--- src/rtl/xbus_pkg.sv ---
package xbus_pkg;

  // Access kinds decoded from the two request kind bits
  typedef enum logic [1:0] {
    KIND_FETCH  = 2'b00,
    KIND_TABLE  = 2'b01,
    KIND_DREAD  = 2'b10,
    KIND_DWRITE = 2'b11
  } xbusKind_e;

  // Bus cycle phases
  typedef enum logic [2:0] {
    PH_IDLE,
    PH_ROM,
    PH_ADDR,
    PH_SETUP,
    PH_STROBE,
    PH_RECOVER
  } xbusPhase_e;

  // Strobes from control to datapath
  typedef struct packed {
    logic loadReq;    // latch request, effective address, write byte
    logic capRom;     // capture internal ROM byte
    logic capBus;     // capture byte from the shared port
    logic driveAddr;  // put low address on the shared port
    logic driveData;  // put write byte on the shared port
  } xbusCtl_t;

endpackage

--- src/rtl/xbus_ctrl_dp.sv ---
module xbus_ctrl_dp
  import xbus_pkg::*;
#(
  parameter int ADDR_W        = 16,
  parameter int DATA_W        = 8,
  parameter int INT_ROM_BYTES = 4096
) (
  input  logic                     clk,
  input  logic                     rstN,
  input  xbusCtl_t                 ctl,
  input  logic [1:0]               reqKind,
  input  logic                     reqWide,
  input  logic [ADDR_W-1:0]        reqAddr,
  input  logic [DATA_W-1:0]        reqAcc,
  input  logic                     eaIn,
  input  logic [DATA_W-1:0]        adIn,
  input  logic [DATA_W-1:0]        romData,
  output logic                     romHit,
  output logic [DATA_W-1:0]        adOut,
  output logic                     adOe,
  output logic [ADDR_W-DATA_W-1:0] addrHigh,
  output logic [ADDR_W-1:0]        romAddr,
  output logic [DATA_W-1:0]        rdData
);

  localparam int HI_W = ADDR_W - DATA_W;
  localparam logic [ADDR_W:0] ROM_LIMIT = (ADDR_W + 1)'(INT_ROM_BYTES);

  xbusKind_e         kind;
  logic              isCode;
  logic              takesHigh;
  logic [ADDR_W-1:0] effAddr;
  logic [ADDR_W-1:0] addrReg;
  logic [DATA_W-1:0] wrReg;
  logic [DATA_W-1:0] rdReg;
  logic [HI_W-1:0]   hiReg;

  assign kind = xbusKind_e'(reqKind);

  // Effective address and internal/external steering
  always_comb begin
    isCode = (kind == KIND_FETCH) || (kind == KIND_TABLE);
    unique case (kind)
      KIND_FETCH: effAddr = reqAddr;
      KIND_TABLE: effAddr = reqAddr + ADDR_W'(reqAcc);
      default:    effAddr = reqWide ? reqAddr : {hiReg, reqAddr[DATA_W-1:0]};
    endcase
    romHit    = isCode && eaIn && ({1'b0, effAddr} < ROM_LIMIT);
    takesHigh = isCode || reqWide;
  end

  always_ff @(posedge clk or negedge rstN) begin
    if (!rstN) begin
      addrReg <= '0;
      wrReg   <= '0;
      hiReg   <= '0;
    end else if (ctl.loadReq) begin
      addrReg <= effAddr;
      wrReg   <= reqAcc;
      if (!romHit && takesHigh) hiReg <= effAddr[ADDR_W-1:DATA_W];
    end
  end

  always_ff @(posedge clk or negedge rstN) begin
    if (!rstN)           rdReg <= '0;
    else if (ctl.capRom) rdReg <= romData;
    else if (ctl.capBus) rdReg <= adIn;
  end

  assign adOut    = ctl.driveData ? wrReg : addrReg[DATA_W-1:0];
  assign adOe     = ctl.driveAddr | ctl.driveData;
  assign addrHigh = hiReg;
  assign romAddr  = addrReg;
  assign rdData   = rdReg;

endmodule

--- src/rtl/xbus_ctrl_fsm.sv ---
module xbus_ctrl_fsm
  import xbus_pkg::*;
#(
  parameter int PHASE_CLKS = 2
) (
  input  logic       clk,
  input  logic       rstN,
  input  logic       reqValid,
  input  logic [1:0] reqKind,
  input  logic       romHit,
  output xbusCtl_t   ctl,
  output logic       ale,
  output logic       codeRdN,
  output logic       dataRdN,
  output logic       dataWrN,
  output logic       romRd,
  output logic       done
);

  localparam int CNT_W = (PHASE_CLKS > 1) ? $clog2(PHASE_CLKS) : 1;

  xbusPhase_e phase;
  xbusPhase_e phaseNext;
  logic       lastClk;
  logic       doneNext;
  logic       isWriteReg;
  logic       isCodeReg;

  // Phase length counter, only when a phase spans more than one clock
  generate
    if (PHASE_CLKS > 1) begin : g_cnt
      logic [CNT_W-1:0] cnt;
      always_ff @(posedge clk or negedge rstN) begin
        if (!rstN)                   cnt <= '0;
        else if (phaseNext != phase) cnt <= '0;
        else if (phase != PH_IDLE)   cnt <= cnt + CNT_W'(1);
      end
      assign lastClk = (cnt == CNT_W'(PHASE_CLKS - 1));
    end else begin : g_nocnt
      assign lastClk = 1'b1;
    end
  endgenerate

  always_comb begin
    phaseNext = phase;
    ctl       = '0;
    ale       = 1'b0;
    codeRdN   = 1'b1;
    dataRdN   = 1'b1;
    dataWrN   = 1'b1;
    romRd     = 1'b0;
    doneNext  = 1'b0;
    unique case (phase)
      PH_IDLE: begin
        if (reqValid) begin
          ctl.loadReq = 1'b1;
          phaseNext   = romHit ? PH_ROM : PH_ADDR;
        end
      end
      PH_ROM: begin
        romRd      = 1'b1;
        ctl.capRom = 1'b1;
        doneNext   = 1'b1;
        phaseNext  = PH_IDLE;
      end
      PH_ADDR: begin
        ale           = 1'b1;
        ctl.driveAddr = 1'b1;
        if (lastClk) phaseNext = PH_SETUP;
      end
      PH_SETUP: begin
        ctl.driveData = isWriteReg;
        if (lastClk) phaseNext = PH_STROBE;
      end
      PH_STROBE: begin
        ctl.driveData = isWriteReg;
        if (isWriteReg)     dataWrN = 1'b0;
        else if (isCodeReg) codeRdN = 1'b0;
        else                dataRdN = 1'b0;
        if (lastClk) begin
          ctl.capBus = !isWriteReg;
          phaseNext  = PH_RECOVER;
        end
      end
      PH_RECOVER: begin
        ctl.driveData = isWriteReg;
        if (lastClk) begin
          doneNext  = 1'b1;
          phaseNext = PH_IDLE;
        end
      end
      default: phaseNext = PH_IDLE;
    endcase
  end

  always_ff @(posedge clk or negedge rstN) begin
    if (!rstN) begin
      phase      <= PH_IDLE;
      done       <= 1'b0;
      isWriteReg <= 1'b0;
      isCodeReg  <= 1'b0;
    end else begin
      phase <= phaseNext;
      done  <= doneNext;
      if (ctl.loadReq) begin
        isWriteReg <= (xbusKind_e'(reqKind) == KIND_DWRITE);
        isCodeReg  <= (xbusKind_e'(reqKind) == KIND_FETCH) ||
                      (xbusKind_e'(reqKind) == KIND_TABLE);
      end
    end
  end

endmodule

--- src/rtl/xbus_ctrl.sv ---
module xbus_ctrl
  import xbus_pkg::*;
#(
  parameter int ADDR_W        = 16,
  parameter int DATA_W        = 8,
  parameter int PHASE_CLKS    = 2,
  parameter int INT_ROM_BYTES = 4096
) (
  input  logic                     clk,
  input  logic                     rstN,
  input  logic                     reqValid,
  input  logic [1:0]               reqKind,
  input  logic                     reqWide,
  input  logic [ADDR_W-1:0]        reqAddr,
  input  logic [DATA_W-1:0]        reqAcc,
  input  logic                     eaIn,
  output logic                     done,
  output logic [DATA_W-1:0]        rdData,
  output logic                     romRd,
  output logic [ADDR_W-1:0]        romAddr,
  input  logic [DATA_W-1:0]        romData,
  output logic [DATA_W-1:0]        adOut,
  output logic                     adOe,
  input  logic [DATA_W-1:0]        adIn,
  output logic [ADDR_W-DATA_W-1:0] addrHigh,
  output logic                     ale,
  output logic                     codeRdN,
  output logic                     dataRdN,
  output logic                     dataWrN
);

  xbusCtl_t ctl;
  logic     romHit;

  xbus_ctrl_fsm #(
    .PHASE_CLKS(PHASE_CLKS)
  ) u_fsm (
    .clk     (clk),
    .rstN    (rstN),
    .reqValid(reqValid),
    .reqKind (reqKind),
    .romHit  (romHit),
    .ctl     (ctl),
    .ale     (ale),
    .codeRdN (codeRdN),
    .dataRdN (dataRdN),
    .dataWrN (dataWrN),
    .romRd   (romRd),
    .done    (done)
  );

  xbus_ctrl_dp #(
    .ADDR_W       (ADDR_W),
    .DATA_W       (DATA_W),
    .INT_ROM_BYTES(INT_ROM_BYTES)
  ) u_dp (
    .clk     (clk),
    .rstN    (rstN),
    .ctl     (ctl),
    .reqKind (reqKind),
    .reqWide (reqWide),
    .reqAddr (reqAddr),
    .reqAcc  (reqAcc),
    .eaIn    (eaIn),
    .adIn    (adIn),
    .romData (romData),
    .romHit  (romHit),
    .adOut   (adOut),
    .adOe    (adOe),
    .addrHigh(addrHigh),
    .romAddr (romAddr),
    .rdData  (rdData)
  );

endmodule

--- config.mk ---
export PLATFORM = sky130hd
export DESIGN_NAME = xbus_ctrl
export DESIGN_NICKNAME = d
export VERILOG_FILES = /design/src/rtl/xbus_pkg.sv /design/src/rtl/xbus_ctrl_dp.sv /design/src/rtl/xbus_ctrl_fsm.sv /design/src/rtl/xbus_ctrl.sv
export SDC_FILE = /design/constraint.sdc
export NUM_CORES = 1
export LEC_CHECK = 0
export ABC_AREA = 1
export BUFFER_PORTS_ARGS = -buffer_cell sky130_fd_sc_hd__clkbuf_2
export CORE_UTILIZATION = 30
export DETAILED_ROUTE_END_ITERATION = 6
export HOLD_SLACK_MARGIN = 0.03
export PLACE_DENSITY = 0.52
export SYNTH_ARGS = -nofsm -noshare
export SYNTH_HDL_FRONTEND = slang
export SYNTH_SLANG_ARGS = --single-unit
--- constraint.sdc ---
create_clock -name clk -period 2.44 [get_ports clk]
set_clock_uncertainty 0.2 [all_clocks]
set_input_delay 0.488 -clock clk [delete_from_list [all_inputs] [get_ports clk]]
set_output_delay 0.488 -clock clk [all_outputs]
set_load 0.01 [all_outputs]
==> results of run 1 <==
-- final cells by class --
type                       instances  area (sq um)
inverter                          52           198
fill                            1069          5830
tap                              133           166
clock buffer                       6          82.6
multi-input combinational        314          1640
clock inverter                     2          38.8
timing repair buffer             123           691
sequential                        47          1180
-- cells in the final DEF (no fill, tap or decap), types with 2 or more instances in the layout --
cell        n
dfrtp_1    46
ha_1        7
nand2_1   128
o21ai_0    29
clkbuf_8    6
o211ai_1    2
a21oi_1    17
a31oi_1     8
nor2_1     36
nand3_2     5
nor2_2      3
clkbuf_2   87
inv_1      45
buf_4      30
o21ai_2     5
nand3_1    25
inv_2       6
buf_2       6
nand3_4     2
xor2_1      4
o31ai_1     3
o21ai_1     9
a21oi_2     4
nand2_2    10
nor3_1      3
-- routing by layer --
layer	wire [microns]	vias up	GRT usage (%)
li1	-	1613	-
met1	4120	1420	22.1
met2	3830	85	27.5
met3	487	8	3.39
met4	87	0	4.55
met5	0	-	0
-- kinds of logic after synthesis --
group	Yosys count
xor+xnor	5
compound gates	82
fa+ha+maj	9
buf+inv	66
simple gates	217
flops	47
-- worst register-to-register path: cells and delay by family (launching register included) --
kind / cells / cell delay (ps)
DFF: 1 / 400
and+or+nand+nor: 6 / 590
buffers and inverters: 4 / 780
-- Yosys cell counts, drive strengths merged --
| cell type | count |
|---|---|
| a31oi | 8 |
| xor2 | 4 |
| a21oi | 21 |
| o31ai | 3 |
| a32oi | 1 |
| o21ai | 43 |
| o211ai | 2 |
| nand4 | 1 |
| a211oi | 1 |
| nand3 | 31 |
| nand2 | 138 |
| o21bai | 1 |
| buf | 7 |
| fa | 1 |
| xnor2 | 1 |
| or2 | 1 |
| clkbuf | 7 |
| a21boi | 1 |
| dfrtp | 47 |
| inv | 52 |
| a22o | 1 |
| nor3 | 5 |
| nor4 | 2 |
| nor2 | 39 |
| ha | 8 |
-- stage by stage --
stage	power (mW)	hold slack, ps
finish	3.92	62.7
global placement	3.21	278
global route	4.29	129
CTS	3.90	99.2
floorplan	2.51	-7.59
detailed placement	3.24	278
-- state kept, by name, summed over array words and instances (netlist names) --
| name | flops |
|---|---|
| u_fsm.phase | 3 |
| u_fsm.isWriteReg | 1 |
| u_dp.rdData | 8 |
| u_dp.wrReg | 8 |
| u_fsm.done | 1 |
| u_fsm.isCodeReg | 1 |
| u_dp.addrHigh | 8 |
| u_dp.romAddr | 16 |
| u_fsm.g_cnt.cnt | 1 |
-- power by group through the flow --
stage / Clock [mW] / Combinational [mW] / Sequential [mW]
floorplan: 0 / 1.04 / 1.47
global placement: 0 / 1.80 / 1.41
detailed placement: 0 / 1.83 / 1.41
CTS: 0.635 / 1.88 / 1.38
global route: 0.674 / 2.18 / 1.44
finish: 0.614 / 1.92 / 1.38
-- timing repair --
| action | 4_1_cts | 5_1_grt |
|---|---|---|
| gates resized for setup | 3 | 24 |
| endpoints found under the setup margin | 3 | 20 |
| cloned | 1 | 2 |
| pin swaps | 0 | 1 |
| buffers inserted | 2 | 1 |
-- worst paths after layout --
kind	startpoint	endpoint	slack [ps]	cells past startpoint
worst max-delay path	u_fsm.phase[0]	adOut[2]	110	5
worst min-delay path	rstN	u_dp.wrReg[6]	60	2
min in group clk	reqAcc[4]	u_dp.wrReg[4]	220	3
max in group asynchronous	rstN	u_fsm.phase[2]	1530	2
worst min register to register	u_dp.romAddr[11]	u_dp.romAddr[11]	300	2
worst max register to register	u_fsm.phase[1]	u_fsm.g_cnt.cnt	370	10
==> impl_metrics.ini, run 1 <==
[worst_setup_path]
critical-path-top-delay-family = flip-flops
startpoint_type = flop
crit_chain = o211ai_1 -> buf_4 -> nand2_1 -> o21ai_1 -> buf_2
cp_num_buf_inv = 2
slowest_stage = dfrtp_1
required_ps = 1750
critical_path_class = reg2out
slowest_delay_ps = 470
cp_max_fo = 7
worst_ep_arrival_time_ps = 1640
end_kind = output port

[drt]
firstDrtPassIters = 4
drc_errors = 0
viasPerCell = 4.62
routedWlPerCell_microns = 12.6
drtIter0Drc = 86
dr_total_vias = 3126
drt_wl_total_microns = 8530
ant_nets = 0

[clock_tree]
cts.sinks = 47
cts_root_buf = clkbuf_8
clk_latency_ps = 300
hold_buffers = 0
cts_tree = built
ctsLongestPathBuffers = 2
h-tree-depth = 2
cts.clk_slew.worst_paths_ps = 90
cts_buffers = 5

[cells_and_area]
postLayoutCoreUtil_pct = 40.7
drive_above_1_share_pct = 32.0
layout.nets = 599
diodes = 0
syn_to_final_growth_pct = 30.4
finalNonFillerCells = 677
design_area_sq_um = 3990

[yosys]
ys_ff_latch = 47
yosys.area_share.simple_pct = 31.4
syn_area_per_cell_sq_um = 7.19
synth_area_sq_um = 3060
ys_types = 39
yosysWarnings = 0
synth.area.mux_share_pct = 0
synth_compound_area_share_pct = 15.7
synth_area_leaders = dfrtp_1 (38%), nand2_1 (16%), o21ai_0 (5.9%)
yosysTopAreaCellShare_pct = 38.4
synth_top_family_by_area = simple AND/OR/NAND/NOR gates
synth-seq-area-share_pct = 38.4
yosysTopAreaCell = dfrtp_1
synth_xor_area_share_pct = 1.43
postSynthCellCount = 426
syn_nets = 482
synth_fa_ha_area_share_pct = 3.92

[placement]
place_hpwl_microns = 6690
globalplace.congestion = 0.842
portBuffers = 93
dp_slack_ps = -252
placed_area_sq_um = 3800
dp.cells = 663

[power_and_ir_drop]
power_density_nw_per_um2 = 981
p_sw_share_pct = 42.4
p_int_mw = 2.26
power_frac_comb_pct = 49.0
ir_worst_vdd_mv = 0.398
power_frac_seq_pct = 35.3
p_clk_share_pct = 15.7
p_sw_mw = 1.66
power.leakage_nw = 2.14

[timing]
tightest_slew_ps = 600
rsz0062_at_grt = false
max_clock_freq_mhz = 430
hold_violations = 0
drv_slew = 0
fin_ws_ps = 113
slew_headroom_pct = 60.0
finalSetupTns_ps = 0
period_needed_ps = 2330
setup_viol = 0
fin_crit_sh_pct = 95.4

[die]
core_area_sq_um = 9820
dieArea_sq_um = 10600
initial_utilization_pct = 31.2
ios = 94
fp-row-count = 36
die_h_microns = 103
die_w_microns = 103

[grt]
grt_max_degree = 48
grt_pass1_vias = 2964
grt_overflow = 0
track_usage_pct = 16.7
grt_pass1_wl_microns = 13700
antenna_found_initial = 0

[status]
status = completed

[hold_path]
hp-class = in2async

[flow_run]
maxCapViolCount = 0
(Power assumes the default switching activity.)
==> run 2, diff against run 1 <==
--- a/config.mk
+++ b/config.mk
@@ -5,12 +5,13 @@
 export SDC_FILE = /design/constraint.sdc
 export NUM_CORES = 1
 export LEC_CHECK = 0
-export ABC_AREA = 1
 export BUFFER_PORTS_ARGS = -buffer_cell sky130_fd_sc_hd__clkbuf_2
+export CELL_PAD_IN_SITES_DETAIL_PLACEMENT = 1
+export CELL_PAD_IN_SITES_GLOBAL_PLACEMENT = 1
 export CORE_UTILIZATION = 30
 export DETAILED_ROUTE_END_ITERATION = 6
 export HOLD_SLACK_MARGIN = 0.03
-export PLACE_DENSITY = 0.52
+export PLACE_DENSITY = 0.67
 export SYNTH_ARGS = -nofsm -noshare
 export SYNTH_HDL_FRONTEND = slang
 export SYNTH_SLANG_ARGS = --single-unit
==> run 2 against run 1 <==
Net effect: the run now ends with setup timing left; global-route usage increased by 1.9 points; via count decreased by 11%; die area decreased by 6.9%; first-iteration DRC count decreased by 23%; worst setup slack got worse by 610 ps; synthesized cell count decreased by 31%; utilization increased by 4.1 points; sequential cell count unchanged; critical path depth increased by 5; cell area increased by 3.0%; critical path type is now in2reg; critical endpoint is now u_dp.addrHigh[4]; largest cell class unchanged; largest power group unchanged; highest routed layer unchanged.
==> impl_metrics.ini, run 2 <==
[drt]
ant_nets = 0
routedWlPerCell_microns = 16.4
drtIter0Drc = 66
drt_wl_total_microns = 9050
dr_total_vias = 2785
firstDrtPassIters = 4
drc_errors = 0
viasPerCell = 5.04

[yosys]
async_flop_share_pct = 100
synth_compound_area_share_pct = 15.8
yosysWarnings = 0
synth_xor_area_share_pct = 4.62
syn_nets = 352
postSynthCellCount = 296
synth_edf_count = 0
synth_most_common_cell = dfrtp_1
synth_area_sq_um = 2850
synth_area_leaders = dfrtp_1 (41%), mux2i_1 (7.4%), mux2_2 (6.3%)
synth.area.mux_share_pct = 16.4
ys_types = 42
synth-seq-area-share_pct = 41.3
synth_top_family_by_area = multiplexers
yosysTopAreaCellShare_pct = 41.3
synth_common_cells = dfrtp_1 (47), nand2_1 (43), a21oi_1 (22), mux2i_1 (21), o21ai_0 (21)
yosys.area_share.simple_pct = 14.9
synth_fa_ha_area_share_pct = 4.22
synth-main-ff-cell = dfrtp_1
syn_area_per_cell_sq_um = 9.62
yosysTopAreaCell = dfrtp_1
ys_ff_latch = 47

[timing]
drv_slew = 0
fin_ws_ps = -495
finalSetupTns_ps = -4760
slew_headroom_pct = 60.6
hold_slack_ps = 180
fin_crit_sh_pct = 120
period_needed_ps = 2930
tightest_slew_ps = 589
hold_violations = 0
max_clock_freq_mhz = 341
setup_viol = 15
rsz0062_at_grt = true

[cells_and_area]
syn_to_final_growth_pct = 44.5
fillers = 1113
final_cell_mix = clkbuf_2 (89), buf_4 (52), dfrtp_1 (46)
postLayoutCoreUtil_pct = 44.7
finalNonFillerCells = 553
design_area_sq_um = 4110
multi_input_area_sq_um = 1700
largest_reg_flops = 16
drive_above_1_share_pct = 44.6
seq_area_sq_um = 1180
final_common_cell = clkbuf_2
layout.nets = 497
diodes = 0

[worst_setup_path]
end_kind = flop
cp_max_fo = 6
r2r_cells = 8
worst_ep_arrival_time_ps = 2930
r2r_start = u_fsm.phase[1]
crit_chain = buf_8 -> ha_4 -> fa_2 -> a211o_1 -> a2111oi_4 -> nor3_1 -> a311o_1 -> a31oi_4 -> buf_12 -> mux2_4
startpoint_type = primary input
slowest_stage = a2111oi_4
required_ps = 2440
slowest_delay_ps = 410
r2r_slack_ps = 290
rr_endpoint = u_dp.addrHigh[4]
critical_path_class = in2reg

[placement]
placed_area_sq_um = 3830
dp_slack_ps = -806
globalplace.congestion = 0.897
portBuffers = 93
dp.cells = 539
place_hpwl_microns = 6880

[clock_tree]
clk_latency_ps = 310
cts_tree = built
cts_buffers = 5
ctsLongestPathBuffers = 2
cts_root_buf = clkbuf_8
cts.sinks = 47
cts.clk_slew.worst_paths_ps = 90
h-tree-depth = 2

[power_and_ir_drop]
finalPower_mw = 4.05
p_sw_share_pct = 39.5
power_frac_comb_pct = 50.1
power_density_nw_per_um2 = 984
p_int_mw = 2.45
power_frac_seq_pct = 35.0
power.leakage_nw = 2.04
p_clk_share_pct = 14.9
p_sw_mw = 1.60
ir_worst_vdd_mv = 0.434

[grt]
grt_max_degree = 48
track_usage_pct = 18.5
antenna_found_initial = 0
grt_overflow = 0
grt_pass1_vias = 2906
grt_pass1_wl_microns = 14500

[die]
die_h_microns = 99.4
die_w_microns = 99.4
core_area_sq_um = 9200
ios = 94
initial_utilization_pct = 31.0
dieArea_sq_um = 9880
fp-row-count = 35

[hold_path]
min_from = reqAcc[0]
hp-class = in2reg
whs_path_depth = 3
hold_end = u_dp.wrReg[0]

[flow_run]
maxCapViolCount = 0

[status]
violations = setup timing
status = complete, but fails checks
## run 2: changes by cell type after synthesis, moves of 9 or more
cell | before | now
nand3_1 | 25 | 6
o21ai_0 | 36 | 21
nand2_2 | 9 | 0
inv_1 | 47 | 9
mux2_2 | 0 | 16
nor2_1 | 37 | 20
nand2_1 | 129 | 43
mux2i_1 | 0 | 21
## run 2: power groups by stage
stage | logic, mW | clock network [mW] | registers (mW)
4_1_cts | 1.96 | 0.628 | 1.43
3_3_place_gp | 1.86 | 0 | 1.42
5_1_grt | 2.23 | 0.656 | 1.47
6_report | 2.03 | 0.602 | 1.42
2_1_floorplan | 0.993 | 0 | 1.49
3_5_place_dp | 1.93 | 0 | 1.44
## run 2: logic make-up (layout without fill, tap and decap cells)
kind of cell | after synthesis | after routing
compound gates | 69 | 69
xor+xnor | 15 | 15
fa+ha+maj | 9 | 9
buf+inv | 21 | 167
flops | 47 | 47
mux | 42 | 42
simple gates | 93 | 93
## run 2: cell type report
class | instances | share of cell area [%]
clock buffers | 5 | 1.67
multi-input cells | 228 | 41.3
flip-flops and latches | 47 | 28.6
clock inverters | 3 | 1.13
repair buffers | 150 | 23.1
well taps | 111 | 3.38
inverters | 9 | 0.821
## run 2: how the worst max path moves through the flow
| stage | start | endpoint | slack [ps] | cells after the start |
|---|---|---|---|---|
| 3_5_place_dp | reqAddr[0] | u_dp.addrHigh[3] | -810 | 10 |
| 5_1_grt | reqAddr[0] | u_dp.addrHigh[0] | -550 | 10 |
| 3_3_place_gp | reqAddr[0] | u_dp.addrHigh[1] | -770 | 10 |
| 2_1_floorplan | reqAddr[0] | u_dp.addrHigh[0] | -640 | 8 |
| 4_1_cts | reqAddr[0] | u_dp.addrHigh[3] | -470 | 10 |
| 6_report | reqAddr[0] | u_dp.addrHigh[4] | -490 | 10 |
## run 2: metal layers
layer	vias to the layer above	global-route usage, %	share of wire (%)
met5	-	0	0
met4	0	4.86	1.9
met3	13	2.53	2.5
met2	54	32.7	50
met1	1371	23.8	46
li1	1347	-	-
## run 2: worst max-delay path, delay by kind of cell
family                   cells  cell delay, ps
AO/OA/AOI/OAI                4            1290
adder cells (fa/ha/maj)      2             520
multiplexers                 1             290
buffers and inverters        2             240
AND/OR/NAND/NOR              1              90
## run 2: timing repair
action | 4_1_cts | 5_1_grt
gates resized for setup | 10 | 20
buffers inserted | 3 | 6
endpoints found under the hold margin | 47 | 0
hold buffers | 1 | 0
endpoints found under the setup margin | 24 | 25
pin swaps | 9 | 7
